$ cat src/rtl/quad_setup_pkg.sv
package quad_setup_pkg;
  localparam int unsigned NV = 4;

  typedef enum logic [2:0] {
    KIND_POINT = 3'd0,
    KIND_LINE  = 3'd1,
    KIND_TRI   = 3'd2,
    KIND_QUAD  = 3'd3,
    KIND_BLIT  = 3'd4
  } prim_kind_e;

  // beats per kind; 0 marks an undefined code
  function automatic logic [2:0] kind_beats(logic [2:0] k);
    case (k)
      KIND_POINT: kind_beats = 3'd1;
      KIND_LINE:  kind_beats = 3'd2;
      KIND_TRI:   kind_beats = 3'd3;
      KIND_QUAD:  kind_beats = 3'd4;
      KIND_BLIT:  kind_beats = 3'd2;
      default:    kind_beats = 3'd0;
    endcase
  endfunction

  // source vertex for output slot s
  function automatic logic [1:0] slot_src(logic [2:0] k, logic [1:0] s);
    case (k)
      KIND_POINT: slot_src = 2'd0;
      KIND_LINE, KIND_BLIT: slot_src = (s == 2'd1 || s == 2'd2) ? 2'd1 : 2'd0;
      KIND_TRI:   slot_src = (s == 2'd3) ? 2'd2 : s;
      default:    slot_src = s;
    endcase
  endfunction
endpackage

$ cat src/rtl/quad_cfg_regs.sv
module quad_cfg_regs #(
  parameter int CW = 16,
  parameter int RST_SCR_XMAX = 1023,
  parameter int RST_SCR_YMAX = 767
) (
  input  logic                 clk_i,
  input  logic                 rst_ni,
  input  logic                 we_i,
  input  logic [2:0]           addr_i,
  input  logic signed [CW-1:0] wdata_i,
  output logic signed [CW-1:0] eff_xmin_o,
  output logic signed [CW-1:0] eff_ymin_o,
  output logic signed [CW-1:0] eff_xmax_o,
  output logic signed [CW-1:0] eff_ymax_o,
  output logic                 clr_exc_o
);
  localparam logic signed [CW-1:0] CMAX = {1'b0, {(CW-1){1'b1}}};

  logic signed [CW-1:0] win_xmin_q, win_ymin_q, win_xmax_q, win_ymax_q;
  logic signed [CW-1:0] scr_xmax_q, scr_ymax_q;

  always_ff @(posedge clk_i or negedge rst_ni) begin
    if (!rst_ni) begin
      win_xmin_q <= '0;
      win_ymin_q <= '0;
      win_xmax_q <= CMAX;
      win_ymax_q <= CMAX;
      scr_xmax_q <= CW'(RST_SCR_XMAX);
      scr_ymax_q <= CW'(RST_SCR_YMAX);
    end else if (we_i) begin
      case (addr_i)
        3'd0: win_xmin_q <= wdata_i;
        3'd1: win_ymin_q <= wdata_i;
        3'd2: win_xmax_q <= wdata_i;
        3'd3: win_ymax_q <= wdata_i;
        3'd4: scr_xmax_q <= wdata_i;
        3'd5: scr_ymax_q <= wdata_i;
        default: ;
      endcase
    end
  end

  // clamp window to screen [0, scr_max]
  always_comb begin
    eff_xmin_o = (win_xmin_q < 0) ? '0 : win_xmin_q;
    eff_ymin_o = (win_ymin_q < 0) ? '0 : win_ymin_q;
    eff_xmax_o = (win_xmax_q > scr_xmax_q) ? scr_xmax_q : win_xmax_q;
    eff_ymax_o = (win_ymax_q > scr_ymax_q) ? scr_ymax_q : win_ymax_q;
  end

  assign clr_exc_o = we_i && (addr_i == 3'd6);

  AST_CLAMP_MAX: assert property (@(posedge clk_i) disable iff (!rst_ni)
    (eff_xmax_o <= scr_xmax_q) && (eff_ymax_o <= scr_ymax_q));
endmodule

$ cat src/rtl/quad_gather.sv
module quad_gather
  import quad_setup_pkg::*;
#(
  parameter int CW = 16,
  parameter int IW = 18
) (
  input  logic                        clk_i,
  input  logic                        rst_ni,
  input  logic                        acc_i,
  input  logic [2:0]                  kind_i,
  input  logic signed [IW-1:0]        x_i,
  input  logic signed [IW-1:0]        y_i,
  output logic                        done_o,
  output logic                        exc_o,
  output logic                        blit_o,
  output logic [NV-1:0][CW-1:0]       qx_o,
  output logic [NV-1:0][CW-1:0]       qy_o
);
  localparam logic signed [IW-1:0] LO = -(IW'(1) <<< (CW-1));
  localparam logic signed [IW-1:0] HI = (IW'(1) <<< (CW-1)) - 1;

  logic [1:0]              cnt_q;
  logic [2:0]              kind_q;
  logic                    exc_q;
  logic [NV-1:0][CW-1:0]   vx_q, vy_q;
  logic [NV-1:0][CW-1:0]   vx_c, vy_c;
  logic [2:0]              kind_c, nbeats;
  logic                    in_bad, last;

  assign kind_c = (cnt_q == 2'd0) ? kind_i : kind_q;
  assign nbeats = kind_beats(kind_c);
  assign in_bad = (x_i < LO) || (x_i > HI) || (y_i < LO) || (y_i > HI);
  assign last   = (nbeats == 3'd0) || ({1'b0, cnt_q} + 3'd1 == nbeats);

  always_comb begin
    vx_c = vx_q;
    vy_c = vy_q;
    vx_c[cnt_q] = x_i[CW-1:0];
    vy_c[cnt_q] = y_i[CW-1:0];
  end

  for (genvar s = 0; s < NV; s++) begin : g_slot
    assign qx_o[s] = vx_c[slot_src(kind_c, 2'(s))];
    assign qy_o[s] = vy_c[slot_src(kind_c, 2'(s))];
  end

  assign done_o = acc_i && last;
  assign exc_o  = exc_q || in_bad || (nbeats == 3'd0);
  assign blit_o = (kind_c == KIND_BLIT);

  always_ff @(posedge clk_i or negedge rst_ni) begin
    if (!rst_ni) begin
      cnt_q  <= '0;
      kind_q <= '0;
      exc_q  <= 1'b0;
      vx_q   <= '0;
      vy_q   <= '0;
    end else if (acc_i) begin
      vx_q <= vx_c;
      vy_q <= vy_c;
      if (last) begin
        cnt_q <= '0;
        exc_q <= 1'b0;
      end else begin
        cnt_q  <= cnt_q + 2'd1;
        kind_q <= kind_c;
        exc_q  <= exc_q || in_bad;
      end
    end
  end

  AST_CNT_IN_PRIM: assert property (@(posedge clk_i) disable iff (!rst_ni)
    (cnt_q != 2'd0) |-> ({1'b0, cnt_q} < kind_beats(kind_q)));
endmodule

$ cat src/rtl/quad_reject.sv
module quad_reject
  import quad_setup_pkg::*;
#(
  parameter int CW = 16
) (
  input  logic [NV-1:0][CW-1:0] qx_i,
  input  logic [NV-1:0][CW-1:0] qy_i,
  input  logic signed [CW-1:0]  xmin_i,
  input  logic signed [CW-1:0]  ymin_i,
  input  logic signed [CW-1:0]  xmax_i,
  input  logic signed [CW-1:0]  ymax_i,
  output logic                  reject_o
);
  logic [NV-1:0] lt_x, gt_x, lt_y, gt_y;

  for (genvar v = 0; v < NV; v++) begin : g_vtx
    assign lt_x[v] = $signed(qx_i[v]) < xmin_i;
    assign gt_x[v] = $signed(qx_i[v]) > xmax_i;
    assign lt_y[v] = $signed(qy_i[v]) < ymin_i;
    assign gt_y[v] = $signed(qy_i[v]) > ymax_i;
  end

  assign reject_o = (&lt_x) | (&gt_x) | (&lt_y) | (&gt_y);
endmodule

$ cat src/rtl/quad_setup.sv
module quad_setup
  import quad_setup_pkg::*;
#(
  parameter int CW = 16,
  parameter int IW = 18,
  parameter int RST_SCR_XMAX = 1023,
  parameter int RST_SCR_YMAX = 767
) (
  input  logic             clk_i,
  input  logic             rst_ni,
  input  logic             cfg_we_i,
  input  logic [2:0]       cfg_addr_i,
  input  logic [CW-1:0]    cfg_wdata_i,
  input  logic             cmd_valid_i,
  output logic             cmd_ready_o,
  input  logic [2:0]       cmd_kind_i,
  input  logic [IW-1:0]    cmd_x_i,
  input  logic [IW-1:0]    cmd_y_i,
  output logic             out_valid_o,
  input  logic             out_ready_i,
  output logic             out_blit_o,
  output logic [NV*CW-1:0] out_x_o,
  output logic [NV*CW-1:0] out_y_o,
  output logic             exc_o
);
  logic signed [CW-1:0]  xmin, ymin, xmax, ymax;
  logic                  clr_exc, acc, done, g_exc, g_blit, reject, load;
  logic [NV-1:0][CW-1:0] qx, qy, ox_q, oy_q;
  logic                  valid_q, blit_q, exc_q;

  quad_cfg_regs #(.CW(CW), .RST_SCR_XMAX(RST_SCR_XMAX), .RST_SCR_YMAX(RST_SCR_YMAX)) u_cfg (
    .clk_i, .rst_ni,
    .we_i(cfg_we_i), .addr_i(cfg_addr_i), .wdata_i(cfg_wdata_i),
    .eff_xmin_o(xmin), .eff_ymin_o(ymin), .eff_xmax_o(xmax), .eff_ymax_o(ymax),
    .clr_exc_o(clr_exc)
  );

  assign cmd_ready_o = !valid_q || out_ready_i;
  assign acc         = cmd_valid_i && cmd_ready_o;

  quad_gather #(.CW(CW), .IW(IW)) u_gather (
    .clk_i, .rst_ni, .acc_i(acc), .kind_i(cmd_kind_i),
    .x_i(cmd_x_i), .y_i(cmd_y_i),
    .done_o(done), .exc_o(g_exc), .blit_o(g_blit), .qx_o(qx), .qy_o(qy)
  );

  quad_reject #(.CW(CW)) u_reject (
    .qx_i(qx), .qy_i(qy),
    .xmin_i(xmin), .ymin_i(ymin), .xmax_i(xmax), .ymax_i(ymax),
    .reject_o(reject)
  );

  assign load = done && !g_exc && !reject;

  always_ff @(posedge clk_i or negedge rst_ni) begin
    if (!rst_ni) begin
      valid_q <= 1'b0;
      blit_q  <= 1'b0;
      ox_q    <= '0;
      oy_q    <= '0;
    end else if (load) begin
      valid_q <= 1'b1;
      blit_q  <= g_blit;
      ox_q    <= qx;
      oy_q    <= qy;
    end else if (out_ready_i) begin
      valid_q <= 1'b0;
    end
  end

  always_ff @(posedge clk_i or negedge rst_ni) begin
    if (!rst_ni)              exc_q <= 1'b0;
    else if (done && g_exc)   exc_q <= 1'b1;
    else if (clr_exc)         exc_q <= 1'b0;
  end

  assign out_valid_o = valid_q;
  assign out_blit_o  = blit_q;
  assign out_x_o     = ox_q;
  assign out_y_o     = oy_q;
  assign exc_o       = exc_q;

  AST_HOLD_STALLED: assert property (@(posedge clk_i) disable iff (!rst_ni)
    out_valid_o && !out_ready_i |=> out_valid_o && $stable(out_x_o) && $stable(out_y_o) && $stable(out_blit_o));
  AST_EXC_STICKY: assert property (@(posedge clk_i) disable iff (!rst_ni)
    exc_o && !clr_exc |=> exc_o);
  AST_EXC_NO_EMIT: assert property (@(posedge clk_i) disable iff (!rst_ni)
    done && g_exc |=> !out_valid_o && exc_o);
  AST_BLIT_SLOTS: assert property (@(posedge clk_i) disable iff (!rst_ni)
    out_valid_o && out_blit_o |-> ox_q[1] == ox_q[2] && ox_q[0] == ox_q[3] && oy_q[1] == oy_q[2]);
endmodule

$ cat config.mk
export PLATFORM = sky130hd
export DESIGN_NAME = quad_setup
export DESIGN_NICKNAME = d
export VERILOG_FILES = /design/src/rtl/quad_setup_pkg.sv /design/src/rtl/quad_cfg_regs.sv /design/src/rtl/quad_gather.sv /design/src/rtl/quad_reject.sv /design/src/rtl/quad_setup.sv
export SDC_FILE = /design/constraint.sdc
export NUM_CORES = 1
export LEC_CHECK = 0
export CAP_MARGIN = 20
export CORE_ASPECT_RATIO = 1.4
export CORE_MARGIN = 3
export CORE_UTILIZATION = 43
export DETAILED_ROUTE_END_ITERATION = 10
export DONT_BUFFER_PORTS = 1
export PLACE_DENSITY = 0.7
export SYNTH_ARGS = -nofsm -noshare
export SYNTH_HDL_FRONTEND = slang
export SYNTH_SLANG_ARGS = --single-unit
$ cat constraint.sdc
create_clock -name clk_i -period 11.45 [get_ports clk_i]
set_clock_uncertainty 0.2 [all_clocks]
set_input_delay 1.145 -clock clk_i [delete_from_list [all_inputs] [get_ports clk_i]]
set_output_delay 1.145 -clock clk_i [all_outputs]
set_load 0.1 [all_outputs]
# Word level (Yosys, flattened, before mapping)
# Cells that the tools add are included.
dict set report totals {
  reg_bits 361
  input_bits 63
  out_inout_bits 132
  elab_cells 141
}
dict set report op_classes {
  add_sub_neg 2
  n_lt_le_gt_ge 29
  eq_ne 11
  n_mux 31
  bitwise_logic 4
  reduce_logical 36
}
# operator count
set ops {}
lappend ops {{$bmux W16 S2} 6}
lappend ops {{$mux W16} 11}
lappend ops {{$gt A16 B16 Y1} 10}
lappend ops {{$bwmux W64} 2}
lappend ops {{$lt A16 B16 Y1} 8}
lappend ops {{$gt A18 B16 Y1 const B} 2}
lappend ops {{$lt A18 B16 Y1 const B} 2}
lappend ops {{$demux W16 S2} 1}
lappend ops {{$lt A16 B1 Y1 const B} 2}
lappend ops {{$reduce_and A4 Y1} 4}
lappend ops {{$reduce_and A2 Y1} 7}
lappend ops {{$eq A3 B2 Y1 const B} 4}
lappend ops {{$eq A3 B3 Y1 const B} 4}
lappend ops {{$pmux W3 S4} 1}
lappend ops {{$logic_not A3 Y1} 3}
lappend ops {{$lt A2 B3 Y1 const B} 3}
lappend ops {{$pmux W2 S2} 2}
lappend ops {{$logic_and A1 B1 Y1} 7}
lappend ops {{$logic_or A1 B1 Y1} 7}
lappend ops {{$eq A3 B1 Y1 const B} 2}
lappend ops {{$mux W1} 6}
lappend ops {{$reduce_bool A2 Y1} 2}
lappend ops {{$add A2 B1 Y3 const B} 1}
lappend ops {{$eq A3 B3 Y1} 1}
lappend ops {{11 further kinds} 15}

# Depth between registers and ports, before layout
dict set report depth {
  depth_word 15
  mapped_depth 26
  mapped_depth_nobuf 23
}

# Modules after synthesis
# A second synthesis with hierarchy kept.
dict set report hier_totals {
  hier_cells 2380
  area_unflattened_um2 24279.5
}
# module n_inst cells_each area_each_um2 seq_area_each_um2
set by_module_without_submodules {}
lappend by_module_without_submodules {quad_gather 1 974 8679.6 3353.2}
lappend by_module_without_submodules {quad_reject 1 709 5619.1 0.0}
lappend by_module_without_submodules {quad_cfg_regs 1 415 5066.1 2463.6}
lappend by_module_without_submodules {quad_setup 1 282 4914.7 3278.1}

# Worst setup path before layout
# Ideal clock, no wire load.
dict set report synth_path {
  path_kind {reg-to-reg}
  from {reg u_cfg.scr_xmax_q[2]}
  to {reg ox_q (netlist bit out_x_o[10])}
  setup_time_ns 0.128
  t_arrival_ns 5.618
  required_ns 11.122
  path_slack_ns 5.504
  stages_incl_launch_ff 24
  path_buffers 3
  period_less_slack_ns 5.946
  cell_sequence {dfstp_2 > inv_1 > ha_1 > a21oi_1 > o221ai_1 > a22oi_1 > nand2_1 > xor2_1 > nor2_1 > clkbuf_1 > mux2i_1 > ha_1 > a21o_1 > a21o_1 > a221o_1 > a21oi_1 > o211a_1 > o2111ai_1 > and3_1 > nor4_1 > a41oi_2 > buf_4 > buf_6 > mux2_1}
}
dict set report synth_via {
  elab_chain_len 9
  word_cells_on_any_way 12
  cone_classes {order compare (5); mux (1); bitwise (3); reduce/logical (3)}
}
# element line
set synth_rtl {}
lappend synth_rtl {{start: declaration} quad_cfg_regs.sv:20} ;# logic signed [CW-1:0] scr_xmax_q, scr_ymax_q;
lappend synth_rtl {{start signal: assignment} quad_cfg_regs.sv:28} ;# scr_xmax_q <= CW'(RST_SCR_XMAX);
lappend synth_rtl {{start signal: assignment} quad_cfg_regs.sv:36} ;# 3'd4: scr_xmax_q <= wdata_i;
lappend synth_rtl {{$gt A16 B16 Y1} quad_cfg_regs.sv:47} ;# eff_xmax_o = (win_xmax_q > scr_xmax_q) ? scr_xmax_q : win_xmax_q;
lappend synth_rtl {{$mux W16 *} quad_cfg_regs.sv:47}
lappend synth_rtl {{$gt A16 B16 Y1} quad_reject.sv:18} ;# assign gt_x[v] = $signed(qx_i[v]) > xmax_i;
lappend synth_rtl {{$reduce_and A4 Y1 *} quad_reject.sv:23} ;# assign reject_o = (&lt_x) | (&gt_x) | (&lt_y) | (&gt_y);
lappend synth_rtl {{$or A1 B1 Y1 * (3 in series)} quad_reject.sv:23}
lappend synth_rtl {{$logic_not A1 Y1 *} quad_setup.sv:53} ;# assign load = done && !g_exc && !reject;
lappend synth_rtl {{$logic_and A1 B1 Y1 *} quad_setup.sv:53}
lappend synth_rtl {{end signal: assignment} quad_setup.sv:64} ;# ox_q <= qx;
lappend synth_rtl {{end: declaration} quad_setup.sv:28} ;# logic [NV-1:0][CW-1:0] qx, qy, ox_q, oy_q;
# Mark *: on every way between the ends. The rest lies on a longest branch, timed or not.
# A chain may end at the register's enable or synchronous reset.

# Worst setup path after layout
dict set report layout_path {
  from {reg u_cfg.scr_xmax_q[9]}
  to {reg oy_q (netlist bit out_y_o[19])}
}
dict set report layout_via {
  elab_chain_len 9
  word_cells_on_any_way 12
  cone_classes {order compare (5); mux (1); bitwise (3); reduce/logical (3)}
}
# element line
set layout_rtl {}
lappend layout_rtl {{$gt A16 B16 Y1} quad_cfg_regs.sv:47}
lappend layout_rtl {{$mux W16 *} quad_cfg_regs.sv:47}
lappend layout_rtl {{$gt A16 B16 Y1} quad_reject.sv:18}
lappend layout_rtl {{$reduce_and A4 Y1 *} quad_reject.sv:23}
lappend layout_rtl {{$or A1 B1 Y1 * (3 in series)} quad_reject.sv:23}
lappend layout_rtl {{$logic_not A1 Y1 *} quad_setup.sv:53}
lappend layout_rtl {{$logic_and A1 B1 Y1 *} quad_setup.sv:53}
lappend layout_rtl {{end signal: assignment} quad_setup.sv:65} ;# oy_q <= qy;
lappend layout_rtl {{end: declaration} quad_setup.sv:28}
# Marked as above.

==> run metrics <==
status complete, no violations; total core area 53,300 µm²; Final #Nets 2,487; Tot GR Track Use 0.257; worst-path maximum fanout 72; R2R Setup Slk 4.23 ns; Overflow after GRT 0; post-CTS sizing 0; Via density 6.03; Worst EP required 11.67 ns; Final period util 0.630; antenna-violating nets left 0; layout cell share with drive strength beyond 1 0.176; vias in the first global route 17,600; Cells after Synth 2,190; Synth cell types 76; relative slew slack 0.0624; Post-Syn Area 23,300 µm²; max cap viols 0; post-synthesis mux area share 0.206; ys async rst share 1.00; final setup vio count 0; DRC 0; hpwl dp 57,500 µm; reg2reg start u_cfg.scr_xmax_q[9]$_DFFE_PN1P_; syn avg cell area 10.6 µm²; Iteration-0 DRC Markers 1,196; clock tree sinks 361; htree depth 2; CP endpoint out_y_o[19]$_DFFE_PN0P_; Die ar. 57,000 µm²; Die H 281 µm; fmax 139 MHz; reg-to-reg endpoint out_y_o[19]$_DFFE_PN0P_; Post-Synth Simple-Gate Area 0.107; largest net degree at the start of global routing 362; RePlAce Congestion 0.929; minimum clock period 7.22 ns; final hold slack 0.0949 ns; largest family of logic cells by synthesized area multiplexers; routed wire length 74,400 µm; die width 203 µm; CTS Root Cell clkbuf_16; register area share after synthesis 0.391; hold_buf cts 0; IO buf count 0; Reg clk slew, reported paths 0.06 ns; Worst setup SP type flip-flop; Synth Register Bits 361; Post-Synth XOR/XNOR Area 0.00226; Worst-Margin Slew 1.41 ns; Worst-Skew Late Latency 0.58 ns; setup TNS 0 ns; pre-CTS setup slack 3.89 ns; IO Count 195; first-pass GRT wire length 111,000 µm; ys flop type dfrtp_1; RSZ-0062 raised after global routing false; routed length per instance 25.6 µm; Synth Area in Adders 0.145; WS Path Type reg -> reg; area fraction in compound gates after synthesis 0.119; syn_nets 2,521; Final Hold Fails 0; Core Rows 100; Post-synth EDFFs 0; Starting Density 0.437; Hold WC Path Type in -> async; Ys Warns 0; Crit. End Element flip-flop; Vias 17,500; Critical Path AT 7.44 ns; Fill cells 4,908; PnR worst setup slack 4.23 ns; post-CTS setup buffers 0; drt first pass iters 6; area delta synth->final 8.69%; critical path startpoint u_cfg.scr_xmax_q[9]$_DFFE_PN1P_; initial antenna violation count 7; CTS Buf Count 39; Worst R2R Path Depth 22; Max Slew Vio Count 0; CTS tree built; maximum root-to-sink buffer count 3
[how the worst min path moves through the flow]
stage                             startpoint                          endpoint  slack [ns]  depth (start not counted)
2_1_floorplan  u_gather.vx_q[19]$_DFFE_PN0P_     u_gather.vx_q[19]$_DFFE_PN0P_        0.23                          2
3_3_place_gp   u_gather.vy_q[28]$_DFFE_PN0P_     u_gather.vy_q[28]$_DFFE_PN0P_        0.24                          2
3_5_place_dp   u_gather.vx_q[19]$_DFFE_PN0P_     u_gather.vx_q[19]$_DFFE_PN0P_        0.26                          2
4_1_cts                               rst_ni  u_cfg.scr_xmax_q[11]$_DFFE_PN0P_        0.06                          0
5_1_grt                               rst_ni  u_cfg.scr_xmax_q[11]$_DFFE_PN0P_        0.07                          0
6_report                              rst_ni  u_cfg.scr_xmax_q[11]$_DFFE_PN0P_        0.09                          0
[flip-flops by register name, summed over array words and instances (netlist names), 2 cells and up]
name / count
u_cfg.win_ymin_q: 16
u_cfg.win_ymax_q: 16
u_gather.kind_q: 3
u_gather.vy_q: 64
u_cfg.win_xmin_q: 16
out_x_o: 64
u_gather.vx_q: 64
u_cfg.win_xmax_q: 16
u_gather.cnt_q: 2
u_cfg.scr_xmax_q: 16
u_cfg.scr_ymax_q: 16
out_y_o: 64
[worst max-delay path, stage by stage (launching register included)]
cell and delay [ns]:
dfstp_2 0.53, inv_1 0.05, ha_1 0.30, a21oi_1 0.14, o21ai_0 0.16, a221oi_2 0.50
nand2_1 0.12, xor2_1 0.16, nor2_1 0.58, buf_4 0.33, mux2i_1 0.63, ha_1 0.37
a21o_1 0.18, a21o_1 0.17, a221o_1 0.34, a21oi_1 0.23, o211a_1 0.20, o2111ai_1 0.10
and3_1 0.22, nor4_1 0.44, a41oi_4 0.18, buf_4 0.42, mux2_1 0.45
[cell type report]
type | instances | area, µm² | area share
timing repair buffer | 21 | 174 | 0.00688
multi-input combinational | 1671 | 13500 | 0.535
clock buffer | 51 | 1100 | 0.0436
inverter | 62 | 233 | 0.00920
sequential | 361 | 9090 | 0.360
clock inverter | 21 | 259 | 0.0102
tap | 714 | 893 | 0.0353
antenna | 2 | 5.00 | 0.000198
[cell families (layout without fill, tap and decap cells)]
family,count (synthesis),in the layout
adders and majority gates,271,271
DFF,361,361
AOI/OAI and AO/OA,421,421
xor gates and xnor gates,6,6
muxes,437,437
other,0,2
buffers and inverters,158,155
and+or+nand+nor,536,536
[metrics by stage]
stage	utilization	cells	area, µm²
2_1_floorplan	-	2190	23300
3_3_place_gp	0.448	2827	23900
3_5_place_dp	0.449	2828	23900
4_1_cts	0.474	2900	25300
5_1_grt	0.474	2901	25300
6_report	0.475	2903	25300
[placed cells by master (no fill, tap or decap), types with 45 or more instances in the layout]
| cell type | netlist | final |
|---|---|---|
| nand2_1 | 302 | 301 |
| nor2_1 | 45 | 45 |
| mux2_1 | 96 | 96 |
| a21o_1 | 50 | 50 |
| dfrtp_1 | 312 | 312 |
| mux2i_1 | 112 | 112 |
| a21oi_1 | 73 | 73 |
| o21ai_0 | 113 | 113 |
| ha_1 | 268 | 265 |
| inv_1 | 62 | 62 |
| dfstp_2 | 49 | 49 |
| mux2_2 | 228 | 228 |
[cells in the mapped netlist (all sizes together), types with 39 or more instances]
| cell | instances | area (µm²) |
|---|---|---|
| mux2i | 112 | 1120 |
| buf | 41 | 255 |
| a21o | 50 | 375 |
| mux2 | 325 | 3660 |
| clkbuf | 55 | 206 |
| o21ai | 115 | 576 |
| nand2b | 39 | 244 |
| dfrtp | 312 | 7810 |
| ha | 268 | 3350 |
| nand2 | 302 | 1130 |
| dfstp | 49 | 1290 |
| a21oi | 75 | 390 |
| nor2 | 47 | 186 |
| inv | 62 | 233 |
[metal layers]
metal  global-route usage  vias up  wire length, µm
li1                     -     8022                -
met1                0.270     8492            25900
met2                0.460      677            37000
met3               0.0462      300             4420
met4                0.189        2             6930
met5                    0        -                9
Power is not shown: default switching activity piles up to over one toggle a cycle in this logic, so the estimate is an artifact.
